### src/rtl/retq_pkg.sv
package retq_pkg;

   typedef enum logic [1:0] {
      SLOT_EMPTY = 2'd0,
      SLOT_WAIT  = 2'd1,
      SLOT_DONE  = 2'd2,
      SLOT_FAULT = 2'd3
   } slot_state_e;

   // circular index: (base + step) modulo depth
   function automatic int unsigned ring_idx(int unsigned base, int unsigned step,
                                            int unsigned depth);
      return (base + step) % depth;
   endfunction

endpackage

### src/rtl/retq_alloc.sv
module retq_alloc #(
   parameter int DEPTH  = 5,
   parameter int DISP_W = 2,
   parameter int TAG_W  = 3,
   parameter int CNT_W  = 3
) (
   input  logic [TAG_W-1:0]        head,
   input  logic [CNT_W-1:0]        count,
   input  logic [DISP_W-1:0]       disp_valid,
   input  logic                    recover,
   output logic [DISP_W-1:0]       grant,
   output logic [DISP_W*TAG_W-1:0] tag,
   output logic [CNT_W-1:0]        n_alloc,
   output logic                    stall
);
   import retq_pkg::*;

   logic [CNT_W-1:0] free_cnt;
   int unsigned      below [DISP_W];

   assign free_cnt = CNT_W'(DEPTH) - count;
   assign stall    = recover || (free_cnt == '0);

   always_comb begin
      int unsigned acc;
      acc = 0;
      for (int i = 0; i < DISP_W; i++) begin
         below[i] = acc;
         acc = acc + int'(disp_valid[i]);
      end
   end

   for (genvar i = 0; i < DISP_W; i++) begin : g_lane
      assign grant[i] = disp_valid[i] && !recover && (below[i] < int'(free_cnt));
      assign tag[i*TAG_W +: TAG_W] =
         TAG_W'(ring_idx(int'(head), int'(count) + below[i], DEPTH));
   end

   always_comb begin
      n_alloc = '0;
      for (int i = 0; i < DISP_W; i++) n_alloc = n_alloc + CNT_W'(grant[i]);
   end

endmodule

### src/rtl/retq_retire.sv
module retq_retire #(
   parameter int DEPTH = 5,
   parameter int RET_W = 2,
   parameter int TAG_W = 3,
   parameter int CNT_W = 3
) (
   input  logic [TAG_W-1:0]         head,
   input  logic [CNT_W-1:0]         count,
   input  retq_pkg::slot_state_e    st [DEPTH],
   output logic [RET_W-1:0]         ret_en,
   output logic [RET_W*TAG_W-1:0]   ret_idx,
   output logic [CNT_W-1:0]         n_ret,
   output logic                     recover
);
   import retq_pkg::*;

   assign recover = (count != '0) && (st[head] == SLOT_FAULT);

   for (genvar r = 0; r < RET_W; r++) begin : g_ret
      logic [TAG_W-1:0] idx;
      logic             cand;
      assign idx  = TAG_W'(ring_idx(int'(head), r, DEPTH));
      assign cand = (r < int'(count)) && (st[idx] == SLOT_DONE);
      assign ret_idx[r*TAG_W +: TAG_W] = idx;
      if (r == 0) begin : g_first
         assign ret_en[r] = cand;
      end else begin : g_next
         assign ret_en[r] = cand && ret_en[r-1];
      end
   end

   always_comb begin
      n_ret = '0;
      for (int r = 0; r < RET_W; r++) n_ret = n_ret + CNT_W'(ret_en[r]);
   end

endmodule

### src/rtl/retq_top.sv
module retq_top #(
   parameter int DEPTH  = 5,
   parameter int DISP_W = 2,
   parameter int RET_W  = 2,
   parameter int FIN_N  = 2,
   parameter int REG_W  = 5,
   parameter int SLOT_W = 3,
   localparam int TAG_W = $clog2(DEPTH),
   localparam int CNT_W = $clog2(DEPTH + 1)
) (
   input  logic                      clk,
   input  logic                      rst_n,
   input  logic [DISP_W-1:0]         disp_valid,
   input  logic [DISP_W*REG_W-1:0]   disp_dst,
   input  logic [DISP_W*SLOT_W-1:0]  disp_slot,
   output logic [DISP_W-1:0]         disp_grant,
   output logic [DISP_W*TAG_W-1:0]   disp_tag,
   output logic                      stall,
   input  logic [FIN_N-1:0]          fin_valid,
   input  logic [FIN_N*TAG_W-1:0]    fin_tag,
   input  logic [FIN_N-1:0]          fin_exc,
   output logic [RET_W-1:0]          commit_valid,
   output logic [RET_W*TAG_W-1:0]    commit_tag,
   output logic [RET_W*REG_W-1:0]    commit_dst,
   output logic [RET_W*SLOT_W-1:0]   commit_slot,
   output logic                      recover
);
   import retq_pkg::*;

   if (DEPTH < 2) begin : g_bad_depth
      $error("retq_top: DEPTH must be at least 2");
   end
   if (DISP_W < 1 || DISP_W > DEPTH) begin : g_bad_disp
      $error("retq_top: DISP_W must lie in 1..DEPTH");
   end
   if (RET_W < 1 || RET_W > DEPTH) begin : g_bad_ret
      $error("retq_top: RET_W must lie in 1..DEPTH");
   end
   if (FIN_N < 1) begin : g_bad_fin
      $error("retq_top: FIN_N must be at least 1");
   end

   slot_state_e        st_q   [DEPTH];
   logic [REG_W-1:0]   dst_q  [DEPTH];
   logic [SLOT_W-1:0]  slot_q [DEPTH];
   logic [TAG_W-1:0]   head_q;
   logic [CNT_W-1:0]   count_q;

   logic [RET_W-1:0]       ret_en;
   logic [RET_W*TAG_W-1:0] ret_idx;
   logic [CNT_W-1:0]       n_ret;
   logic [CNT_W-1:0]       n_alloc;
   logic [TAG_W-1:0]       fin_t [FIN_N];
   logic [DEPTH-1:0]       occ;

   retq_retire #(.DEPTH(DEPTH), .RET_W(RET_W), .TAG_W(TAG_W), .CNT_W(CNT_W)) u_retire (
      .head    (head_q),
      .count   (count_q),
      .st      (st_q),
      .ret_en  (ret_en),
      .ret_idx (ret_idx),
      .n_ret   (n_ret),
      .recover (recover)
   );

   retq_alloc #(.DEPTH(DEPTH), .DISP_W(DISP_W), .TAG_W(TAG_W), .CNT_W(CNT_W)) u_alloc (
      .head       (head_q),
      .count      (count_q),
      .disp_valid (disp_valid),
      .recover    (recover),
      .grant      (disp_grant),
      .tag        (disp_tag),
      .n_alloc    (n_alloc),
      .stall      (stall)
   );

   for (genvar f = 0; f < FIN_N; f++) begin : g_fin
      assign fin_t[f] = fin_tag[f*TAG_W +: TAG_W];
   end

   for (genvar e = 0; e < DEPTH; e++) begin : g_occ
      assign occ[e] = (st_q[e] != SLOT_EMPTY);
   end

   // entry state, head and occupancy
   always_ff @(posedge clk) begin
      if (!rst_n) begin
         for (int e = 0; e < DEPTH; e++) st_q[e] <= SLOT_EMPTY;
         head_q  <= '0;
         count_q <= '0;
      end else if (recover) begin
         for (int e = 0; e < DEPTH; e++) st_q[e] <= SLOT_EMPTY;
         count_q <= '0;
      end else begin
         for (int f = 0; f < FIN_N; f++) begin
            if (fin_valid[f] && (int'(fin_t[f]) < DEPTH) && (st_q[fin_t[f]] == SLOT_WAIT))
               st_q[fin_t[f]] <= fin_exc[f] ? SLOT_FAULT : SLOT_DONE;
         end
         for (int r = 0; r < RET_W; r++) begin
            if (ret_en[r]) st_q[ret_idx[r*TAG_W +: TAG_W]] <= SLOT_EMPTY;
         end
         for (int d = 0; d < DISP_W; d++) begin
            if (disp_grant[d]) st_q[disp_tag[d*TAG_W +: TAG_W]] <= SLOT_WAIT;
         end
         head_q  <= TAG_W'(ring_idx(int'(head_q), int'(n_ret), DEPTH));
         count_q <= count_q + n_alloc - n_ret;
      end
   end

   // payload: written only on allocation
   always_ff @(posedge clk) begin
      for (int d = 0; d < DISP_W; d++) begin
         if (disp_grant[d]) begin
            dst_q[disp_tag[d*TAG_W +: TAG_W]]  <= disp_dst[d*REG_W +: REG_W];
            slot_q[disp_tag[d*TAG_W +: TAG_W]] <= disp_slot[d*SLOT_W +: SLOT_W];
         end
      end
   end

   for (genvar r = 0; r < RET_W; r++) begin : g_commit
      logic [TAG_W-1:0] ci;
      assign ci = ret_idx[r*TAG_W +: TAG_W];
      assign commit_valid[r]                 = ret_en[r];
      assign commit_tag[r*TAG_W +: TAG_W]    = ci;
      assign commit_dst[r*REG_W +: REG_W]    = dst_q[ci];
      assign commit_slot[r*SLOT_W +: SLOT_W] = slot_q[ci];
   end

   // occupancy bits and the counter agree
   p_occ_count_r2: assert property (@(posedge clk) disable iff (!rst_n)
      $countones(occ) == int'(count_q));

   p_no_overflow_r3: assert property (@(posedge clk) disable iff (!rst_n)
      int'(count_q) <= DEPTH);

   p_full_stalls_r3: assert property (@(posedge clk) disable iff (!rst_n)
      (int'(count_q) == DEPTH) |-> stall);

   p_stall_no_grant_r3: assert property (@(posedge clk) disable iff (!rst_n)
      stall |-> (disp_grant == '0));

   p_head_done_r4: assert property (@(posedge clk) disable iff (!rst_n)
      commit_valid[0] |-> (st_q[head_q] == SLOT_DONE));

   if (RET_W > 1) begin : g_order_chk
      p_in_order_r5: assert property (@(posedge clk) disable iff (!rst_n)
         commit_valid[1] |-> commit_valid[0]);
   end

   p_recover_quiet_r7: assert property (@(posedge clk) disable iff (!rst_n)
      recover |-> (commit_valid == '0));

   p_flush_r7: assert property (@(posedge clk) disable iff (!rst_n)
      recover |=> (count_q == '0 && occ == '0));

endmodule

### config.mk
export PLATFORM = sky130hd
export DESIGN_NAME = retq_top
export DESIGN_NICKNAME = d
export VERILOG_FILES = /design/src/rtl/retq_pkg.sv /design/src/rtl/retq_alloc.sv /design/src/rtl/retq_retire.sv /design/src/rtl/retq_top.sv
export SDC_FILE = /design/constraint.sdc
export NUM_CORES = 1
export LEC_CHECK = 0
export BUFFER_PORTS_ARGS = -buffer_cell sky130_fd_sc_hd__buf_2
export CORE_UTILIZATION = 50
export CTS_CLUSTER_SIZE = 12
export DETAILED_ROUTE_END_ITERATION = 10
export PLACE_DENSITY = 0.78
export SETUP_SLACK_MARGIN = 0.15
export SKIP_CTS_REPAIR_TIMING = 1
export SLEW_MARGIN = 20
export SYNTH_ARGS = -nofsm -noshare
export SYNTH_HDL_FRONTEND = slang
export SYNTH_SLANG_ARGS = --single-unit
### constraint.sdc
create_clock -name clk -period 12.9 [get_ports clk]
set_input_delay 0.645 -clock clk [delete_from_list [all_inputs] [get_ports clk]]
set_output_delay 0.645 -clock clk [all_outputs]
set_load 0.02 [all_outputs]
# --- Word-level counts from Yosys, hierarchy flattened ---
# Memories as Yosys holds them, arrays and structs flattened.
# Cells that the tools add are included.
totals:
  ff_bits: 16
  memories: 2
  wordCells: 140
  ram_bits: 40
memory_table:
  columns: ["name", "depth", "word_bits", "rd", "rd_ports_with_merged_regs", "wr", "line", "text"]
  rows:
  - ["dst_q", 5, 5, 2, 0, 2, "retq_top.sv:44", "logic [REG_W-1:0] dst_q [DEPTH];"]
  - ["slot_q", 5, 3, 2, 0, 2, "retq_top.sv:45", "logic [SLOT_W-1:0] slot_q [DEPTH];"]
classes:
  magnitude_cmp: 19
  n_addsub: 10
  muxes: 51
  n_reduce_logical: 23
  n_eq_ne: 5
  div: 5
  n_bitwise: 18
op_table:
  columns: ["op", "count"]
  rows:
  - ["two-way mux 10 bit", 16]
  - ["modulo 32 x 3 -> 32 bit (second input constant)", 4]
  - ["demux 2 bit (select 3 bit)", 6]
  - ["adder 3 x 32 -> 32 bit", 1]
  - ["modulo 3 x 3 -> 32 bit (second input constant)", 1]
  - ["two-way mux 2 bit", 16]
  - ["binary-select mux 2 bit (select 3 bit)", 5]
  - ["greater-or-equal comparator 4 bit (second input constant)", 7]
  - ["inverter 3 -> 4 bit", 7]
  - ["less-than comparator 4 x 1 -> 1 bit (second input constant)", 6]
  - ["bitwise AND 10 bit", 2]
  - ["bitwise mux 10 bit", 2]
  - ["inverter 10 bit", 2]
  - ["logical AND 1 bit", 18]
  - ["bitwise AND 5 bit", 2]
  - ["inverter 5 bit", 2]
  - ["OR 5 bit", 2]
  - ["less-than comparator 1 x 3 -> 1 bit (first input constant)", 3]
  - ["adder 3 x 3 -> 4 bit", 2]
  - ["equality test 2 bit (second input constant)", 3]
  - ["less-than comparator 3 bit (second input constant)", 2]
  - ["two-way mux 1 bit", 6]
  - ["adder 1 x 1 -> 2 bit", 2]
  - ["adder 3 x 1 -> 4 bit", 1]
  - ["12 further kinds", 13]

# --- Longest topological paths before layout ---
# Gate-level depths: netlist (run 1).
logic_depth:
  word_depth: 27
  depth_mapped: 26

# --- Hierarchy ---
# A second synthesis (run 1) with hierarchy kept.
unflattened:
  cells_unflattened: 504
  hier_area_um2: 4999.8
modules_own_cells:
  columns: ["module", "instances", "cells_per_inst", "area_each_um2", "seq_area_each_um2"]
  rows:
  - ["retq_top", 1, 327, 3663.5, 1521.5]
  - ["retq_alloc", 1, 89, 704.4, 0.0]
  - ["retq_retire", 1, 88, 631.9, 0.0]

# --- Worst setup path after synthesis (run 1) ---
# No wires, ideal clock.
synth_path:
  path_type: "input -> register"
  startpoint: "in disp_valid[0]"
  endpoint: "mem dst_q[4][0], enable pin"
  arrival_ps: 5319
  path_stages: 21
  required_time_ps: 12571
  setup_ps: 329
  path_slack_ps: 7252
  cell_sequence: "ha_1 > ha_1 > ha_1 > a21o_1 > a21oi_1 > xnor2_1 > ha_1 > nand4_1 > mux2i_1 > nand2_1 > ha_1 > a211o_1 > a21oi_1 > nor2_1 > ha_1 > nand2b_1 > a31o_2 > nor3_1 > a32o_1 > buf_2 > or2_1"
synth_rtl:
  columns: ["item", "line", "text"]
  rows:
  - ["from (decl)", "retq_top.sv:13", "input logic [DISP_W-1:0] disp_valid,"]
  - ["to (decl)", "retq_top.sv:44", null]

==> results of run 1 <==
## sequential cells by signal (all words and copies together) (netlist names)
name	cells
st_q	10
head_q	3
slot_q	15
count_q	3
dst_q	25
## power by group through the flow
stage          clock, mW  sequential (mW)  combinational [mW]
4_1_cts            0.107            0.333               0.664
6_report           0.106            0.334               0.671
5_1_grt            0.114            0.342               0.734
3_5_place_dp           0            0.337               0.660
2_1_floorplan          0            0.320               0.500
3_3_place_gp           0            0.334               0.640
## cells by family after synthesis
logic type                 after synthesis
xor gates and xnor gates                14
buffers and inverters                   78
and+or+nand+nor                        222
muxes                                   57
DFF                                     56
AOI/OAI and AO/OA                      162
adders and majority gates               44
## final timing paths
check | end | depth (start not counted) | slack, ns
hold reg to reg | count_q[2] | 3 | 0.73
setup reg to reg | dst_q[1][3] | 20 | 5.90
setup / recovery | dst_q[1][3] | 20 | 5.90
hold / removal | count_q[0] | 2 | 0.62
## worst register-to-register path, stage by stage, from the launching register on
cell and delay, ns:
dfxtp_1 0.52, ha_1 0.31, ha_1 0.28, ha_1 0.29, a21o_1 0.21, a21oi_1 0.34, xnor2_1 0.21, ha_1 0.32
nand4_1 0.15, mux2i_1 0.40, nand2_1 0.24, ha_1 0.30, a211o_1 0.23, a21oi_1 0.30, nor2_1 0.14, ha_1 0.27
inv_1 0.09, a21oi_1 0.06, a221o_1 0.45, a21oi_1 0.90, nand2_1 0.58
## synth_stat cells, types with 5 or more instances
master    number  area share
nand2_1       71       0.048
inv_1         47       0.032
edfxtp_1      40        0.22
ha_1          39       0.088
mux2_1        38       0.077
nor2_1        38       0.026
a21oi_1       36       0.033
o21ai_0       33       0.030
nand2b_1      23       0.026
nand3_1       19       0.017
nor3_1        17       0.015
dfxtp_1       16       0.058
mux2i_1       14       0.025
clkbuf_1      11      0.0075
a22oi_1       10       0.014
xnor2_1        9       0.014
a211oi_1       8       0.011
nor2b_1        8      0.0091
nor4_1         8      0.0091
and2_1         6      0.0068
buf_2          6      0.0054
buf_4          6      0.0081
a21o_1         5      0.0068
and3_1         5      0.0057
fa_1           5       0.018
inv_2          5      0.0034
o211ai_1       5      0.0068
## through the flow
stage | util | hold slack [ns]
floorplan | - | 0.593
global placement | 0.548 | 0.678
detailed placement | 0.548 | 0.696
CTS | 0.557 | 0.611
global route | 0.557 | 0.617
finish | 0.557 | 0.616
## cells in the final DEF (no fill, tap or decap), types with 23 or more instances in the layout
cell / netlist / routed
nand2_1: 71 / 71
buf_2: 6 / 63
inv_1: 47 / 47
edfxtp_1: 40 / 40
ha_1: 39 / 39
nor2_1: 38 / 38
mux2_1: 38 / 38
a21oi_1: 36 / 36
o21ai_0: 33 / 33
nand2b_1: 23 / 23
## final cells by class
| type | count | area share |
|---|---|---|
| inverter | 52 | 0.0325 |
| clock buffer | 5 | 0.0115 |
| clock inverter | 3 | 0.00458 |
| sequential | 56 | 0.253 |
| tap | 140 | 0.0292 |
| timing repair buffer | 66 | 0.0562 |
| multi-input combinational | 499 | 0.613 |
## per-layer routing
layer	vias to the layer above	track usage	wire length (um)
li1	2413	-	-
met1	2421	0.336	6260
met2	227	0.433	6780
met3	47	0.0298	1060
met4	0	0.117	554
met5	-	0	0
==> summary.txt, run 1 <==
largest net degree at the start of global routing -> 24
Via Count -> 5,108
fmax -> 143 MHz
Core Region -> 0.0108 mm^2
Initial Util -> 0.512
Psw -> 0.543 mW
HPWL Detailed -> 11.0 mm
CP Max Fanout -> 11
Post-Synth Adder-Cell Area -> 0.106
DR DRC count -> 0
wirelength, routed -> 14.7 mm
site row count -> 38
CP Cell Sequence -> ha_1, ha_1, ha_1, a21o_1, a21oi_1, xnor2_1, ha_1, nand4_1, mux2i_1, nand2_1, ha_1, a211o_1, a21oi_1, nor2_1, ha_1, inv_1, a21oi_1, a221o_1, a21oi_1, nand2_1
Slew @ Worst Pin -> 1.14 ns
combinational power share -> 0.604
XOR/XNOR Fraction of Synth Area -> 0.0235
Hold Crit Start -> rst_n
Int Pwr -> 0.568 mW
Top cell by count, worst path -> ha_1
final setup margin -> 5.90 ns
Post-Synth Simple-Gate Area -> 0.204
H-tree levels -> 2
CP Data Required Time -> 12.83 ns
Pwr Total -> 1.11 mW
register area -> 0.00152 mm^2
Pwr Density -> 185 mW/mm^2
GP Congestion -> 0.957
reg2reg start -> count_q[0]
outcome -> complete, no violations
grt total ovfl -> 0
gr usage total -> 0.260
global-route wire length before repair -> 23.8 mm
vias per cell -> 6.22
CP top delay family -> compound AO/OA/AOI/OAI gates
root buf cell -> clkbuf_8
max_cap viols -> 0
ys async rst share -> 0
clock share of power -> 0.096
Peak VDD IR -> 0.000145 V
Slew Limit Fails -> 0
Worst Setup SP -> count_q[0]
Avg Cell Area, Syn -> 8.73 um^2
antenna violations before repair -> 0
Die ar. -> 0.0115 mm^2
post-synthesis compound-gate area fraction -> 0.215
Buf/Inv on CP -> 1
io pins -> 64
Place WS -> 5.74 ns
unrepaired setup endpoints after global routing -> false
Crit Path Class -> reg -> reg
design area -> 0.00601 mm^2
IO buf count -> 63
synth unique cells -> 85
Fillers -> 920
count of yosys warnings during synthesis -> 0
endpoints failing hold -> 0
fraction of layout cells with a size suffix above 1 -> 0.156
Iteration-0 DRC Markers -> 389
Crit. End Element -> flip-flop
clk sinks -> 56
Slowest cell on crit path -> a21oi_1
WP data arrival -> 6.93 ns
vias in the first global route -> 5,009
Synth Net Count -> 707
Hold Path Class -> in -> reg
placed cell area -> 0.00591 mm^2
footprint of the multi-input gates -> 0.00368 mm^2
CTS tree -> built
critical path launch point type -> flip-flop
Net Sw Frac -> 0.489
Final Cycle Share -> 0.543
Placed Instances -> 813
register clock-pin slew on the reported worst setup and hold paths -> 0.11 ns
number of enable flip-flop cells after synthesis -> 40
CTS max path bufs -> 2
diode count -> 0
Mapped Cells -> 633
post-synthesis register bit count -> 56
mux contribution to synthesized area -> 0.117
final setup vio count -> 0
Worst Skew -> 0.0102 ns
Slew HR -> 0.240
sequential element share of the synthesized area -> 0.275
clk_lat worst skew -> 0.33 ns
Final min period -> 7.00 ns
post-route ant nets -> 0
TritonCTS buffer count -> 5
Final nets -> 754
Finished Layout Cells -> 821
die outline height -> 107 um
largest family of logic cells by synthesized area -> compound AO/OA/AOI/OAI gates
leakage -> 2.53 nW
part of the power in registers -> 0.301
routed length per instance -> 17.8 um
CP peak stage delay -> 0.90 ns
Post-Syn Area -> 0.00553 mm^2
P&R area growth vs syn -> 8.64%
setup TNS -> 0 ns
Top FF cell, synth -> edfxtp_1
Die Wd -> 107 um
drt first pass iters -> 6
Power figures use the tool's default switching activity.
==> run 2: changes to the inputs <==
Settings changed: PLACE_DENSITY 0.78 to 0.81.
Clock period 12.9 ns to 5.6 ns, I/O delays scaled along.
==> summary.txt, run 2 (synthesis results as in run 1) <==
wirelength, routed -> 15.5 mm
CP Data Required Time -> 5.85 ns
most frequent cells in the layout -> nand2_1 (69), buf_2 (63), inv_1 (46)
leading cell type in the layout, fill and taps excluded -> nand2_1
GP Congestion -> 0.948
site row count -> 38
Core Region -> 0.0108 mm^2
Pwr Density -> 425 mW/mm^2
CP Max Fanout -> 7
Crit. End Element -> flip-flop
vias in the first global route -> 5,155
DR DRC count -> 0
Hold Path Class -> in -> reg
register area -> 0.00152 mm^2
post-layout util -> 0.594
Via Count -> 5,408
leakage -> 2.72 nW
fraction of layout cells with a size suffix above 1 -> 0.233
Peak VDD IR -> 0.000482 V
final setup vio count -> 0
WP data arrival -> 5.50 ns
max_cap viols -> 0
Slew HR -> 0.264
Slew Limit Fails -> 0
clk_lat worst skew -> 0.33 ns
footprint of the multi-input gates -> 0.00380 mm^2
TritonCTS buffer count -> 5
HPWL Detailed -> 11.6 mm
antenna violations before repair -> 0
die outline height -> 107 um
unrepaired setup endpoints after global routing -> false
IO buf count -> 63
P&R area growth vs syn -> 15.9%
H-tree levels -> 2
Initial Util -> 0.512
drt first pass iters -> 5
Slew @ Worst Pin -> 1.10 ns
root buf cell -> clkbuf_8
global-route wire length before repair -> 24.9 mm
max reg flops -> 25
Iteration-0 DRC Markers -> 446
critical path launch point type -> flip-flop
reg2reg start -> head_q[0]
gr usage total -> 0.272
Worst Setup SP -> head_q[0]
fmax -> 191 MHz
io pins -> 64
post-route ant nets -> 0
diode count -> 0
Worst Skew -> 0.0168 ns
Crit Path Class -> reg -> reg
CTS tree -> built
routed length per instance -> 18.1 um
Final nets -> 791
clk sinks -> 56
largest net degree at the start of global routing -> 22
Die ar. -> 0.0115 mm^2
Final Cycle Share -> 0.937
grt total ovfl -> 0
Final min period -> 5.25 ns
Hold Crit Start -> rst_n
register clock-pin slew on the reported worst setup and hold paths -> 0.11 ns
Die Wd -> 107 um
outcome -> complete, no violations
setup TNS -> 0 ns
CTS max path bufs -> 2
vias per cell -> 6.30
Fillers -> 892
endpoints failing hold -> 0
run 2: final timing paths:
check	endpoint	depth (start not counted)	slack, ns
max	head_q[1]	21	0.35
min reg2reg	head_q[0]	3	0.67
min	count_q[0]	2	0.27
max reg2reg	head_q[1]	21	0.35
run 2: metal layers:
layer | global-route usage | part of all wire | vias to the layer above
met4 | 0.118 | 0.030 | 0
met2 | 0.455 | 0.49 | 302
met1 | 0.347 | 0.40 | 2567
met3 | 0.0419 | 0.085 | 41
li1 | - | - | 2498
met5 | 0 | 0 | -
run 2: through the flow:
stage          hold WS (ns)  instance area (um^2)  total power, mW  worst slack [ns]  std cells
2_1_floorplan         0.426                  5540             1.89             0.179        633
4_1_cts               0.267                  6210             2.61            -0.220        848
3_5_place_dp          0.579                  6120             2.38            -0.208        840
5_1_grt               0.287                  6410             2.91             0.100        858
3_3_place_gp          0.584                  6120             2.31             0.147        840
6_report              0.273                  6410             2.72             0.353        858
run 2: area by class of cell:
type / count / area share
flip-flops and latches: 56 / 0.237
repair buffers: 103 / 0.0972
inverters: 52 / 0.0305
clock buffers: 5 / 0.0107
clock inverters: 3 / 0.00332
multi-input cells: 499 / 0.593
well taps: 140 / 0.0273
run 2: power by group:
part	switching [mW]	internal [mW]
combinational	1.05	0.670
sequential	0.103	0.660
clock	0.145	0.0893
run 2: worst max-delay path, cell delays in order, from the launching register on:
cell	delay [ns]
dfxtp_1	0.41
inv_2	0.10
ha_1	0.39
o21bai_1	0.22
ha_1	0.30
nor2b_2	0.16
a221o_1	0.16
o22a_2	0.22
inv_2	0.07
a211oi_2	0.32
or3b_1	0.44
fa_2	0.60
inv_1	0.07
ha_1	0.21
o31ai_2	0.31
xnor2_1	0.23
ha_2	0.27
nor2b_1	0.16
o21ai_2	0.09
mux2i_1	0.18
nor2_1	0.06
a211oi_1	0.19
==> run 3: changes to the inputs <==
Settings changed: CORE_UTILIZATION 50 to 37, PLACE_DENSITY 0.81 to 0.65.
==> summary.txt, run 3 (synthesis results as in run 1) <==
outcome -> complete, no violations
Die ar. -> 0.0154 mm^2
antenna violations before repair -> 0
DR DRC count -> 0
Final min period -> 5.19 ns
setup TNS -> 0 ns
Crit. End Element -> flip-flop
root buf cell -> clkbuf_16
post-route ant nets -> 0
max_cap viols -> 0
r2r endpoint -> dst_q[3][3]
die outline height -> 124 um
H-tree levels -> 2
Hold Path Class -> in -> reg
register clock-pin slew on the reported worst setup and hold paths -> 0.08 ns
site row count -> 44
fraction of layout cells with a size suffix above 1 -> 0.232
CP Data Required Time -> 5.65 ns
Die Wd -> 124 um
max reg flops -> 25
CP top delay family -> compound AO/OA/AOI/OAI gates
Metal-1 WL -> 7.06 mm
Worst Setup SP -> count_q[0]
CTS max path bufs -> 2
clk sinks -> 56
Slew Limit Fails -> 0
most frequent cells in the layout -> nand2_1 (69), buf_2 (63), inv_1 (46)
CTS tree -> built
Slew HR -> 0.372
io pins -> 64
cell depth of the worst hold path -> 2
Via Count -> 5,243
Final Cycle Share -> 0.927
P&R area growth vs syn -> 18.8%
placed cell area -> 0.00622 mm^2
IO buf count -> 63
wire length on met3 -> 980 um
Slew @ Worst Pin -> 0.940 ns
final setup margin -> 0.410 ns
R2R cell count -> 21
Peak VDD IR -> 0.000187 V
Final nets -> 793
fmax -> 193 MHz
leakage -> 2.76 nW
Pwr Density -> 434 mW/mm^2
gr usage total -> 0.202
Buf/Inv on CP -> 2
wirelength, routed -> 16.0 mm
Initial Util -> 0.380
final setup vio count -> 0
Stages on worst setup path -> 21
met2 wire len -> 7.60 mm
CP peak stage delay -> 0.45 ns
Fillers -> 1,415
TritonCTS buffer count -> 5
register area -> 0.00152 mm^2
Slowest cell on crit path -> a221o_2
drt first pass iters -> 6
vias per cell -> 5.80
CP Max Fanout -> 5
clk_lat worst skew -> 0.30 ns
endpoints failing hold -> 0
grt total ovfl -> 0
HPWL Detailed -> 12.0 mm
routed length per instance -> 17.7 um
footprint of the multi-input gates -> 0.00382 mm^2
reg2reg start -> count_q[0]
largest net degree at the start of global routing -> 22
FF-to-FF setup slack -> 0.41 ns
WP data arrival -> 5.24 ns
Finished Layout Cells -> 904
unrepaired setup endpoints after global routing -> true
GP Congestion -> 0.835
CP endpoint -> dst_q[3][3]
Hold Crit Start -> rst_n
Crit Path Class -> reg -> reg
vias in the first global route -> 5,115
Placed Instances -> 888
critical path launch point type -> flip-flop
global-route wire length before repair -> 25.7 mm
Worst Skew -> 0.00888 ns
diode count -> 0
post-layout util -> 0.452
DR top layer -> met4
leading cell type in the layout, fill and taps excluded -> nand2_1
CP Cell Sequence -> ha_2, ha_1, ha_1, a21o_1, a21oi_2, xnor2_1, ha_2, nand4_1, mux2i_1, nand2_1, ha_2, a211o_1, a21oi_1, nor2_1, ha_2, inv_1, a21oi_1, a221o_2, a41oi_4, buf_4, mux2_1
Iteration-0 DRC Markers -> 397
design area -> 0.00657 mm^2
Core Region -> 0.0145 mm^2
Top cell by count, worst path -> ha_2
Place WS -> -0.205 ns
run 3: layer usage:
layer | track usage | vias to the layer above
li1 | - | 2496
met1 | 0.269 | 2513
met2 | 0.348 | 212
met3 | 0.0220 | 22
met4 | 0.0454 | 0
met5 | 0 | -
run 3: final cells by class:
type	count	area share
timing repair buffer	105	0.0979
sequential	56	0.232
inverter	52	0.0297
tap	184	0.0351
clock inverter	3	0.00419
multi-input combinational	499	0.582
clock buffer	5	0.0191
run 3: worst min-delay path by stage:
stage / end / slack, ns
floorplan: count_q[0] / 0.43
global placement: count_q[0] / 0.58
detailed placement: count_q[0] / 0.58
CTS: count_q[0] / 0.28
global route: count_q[0] / 0.29
finish: count_q[0] / 0.27
run 3: through the flow:
stage	hold slack (ns)	power, mW
floorplan	0.426	1.89
global placement	0.585	2.37
detailed placement	0.581	2.41
CTS	0.279	2.75
global route	0.289	3.06
finish	0.271	2.85
run 3: power breakdown:
part           switching [mW]  total [mW]  internal, mW
sequential             0.0985       0.760         0.661
combinational            1.09        1.76         0.672
clock                   0.163       0.334         0.171
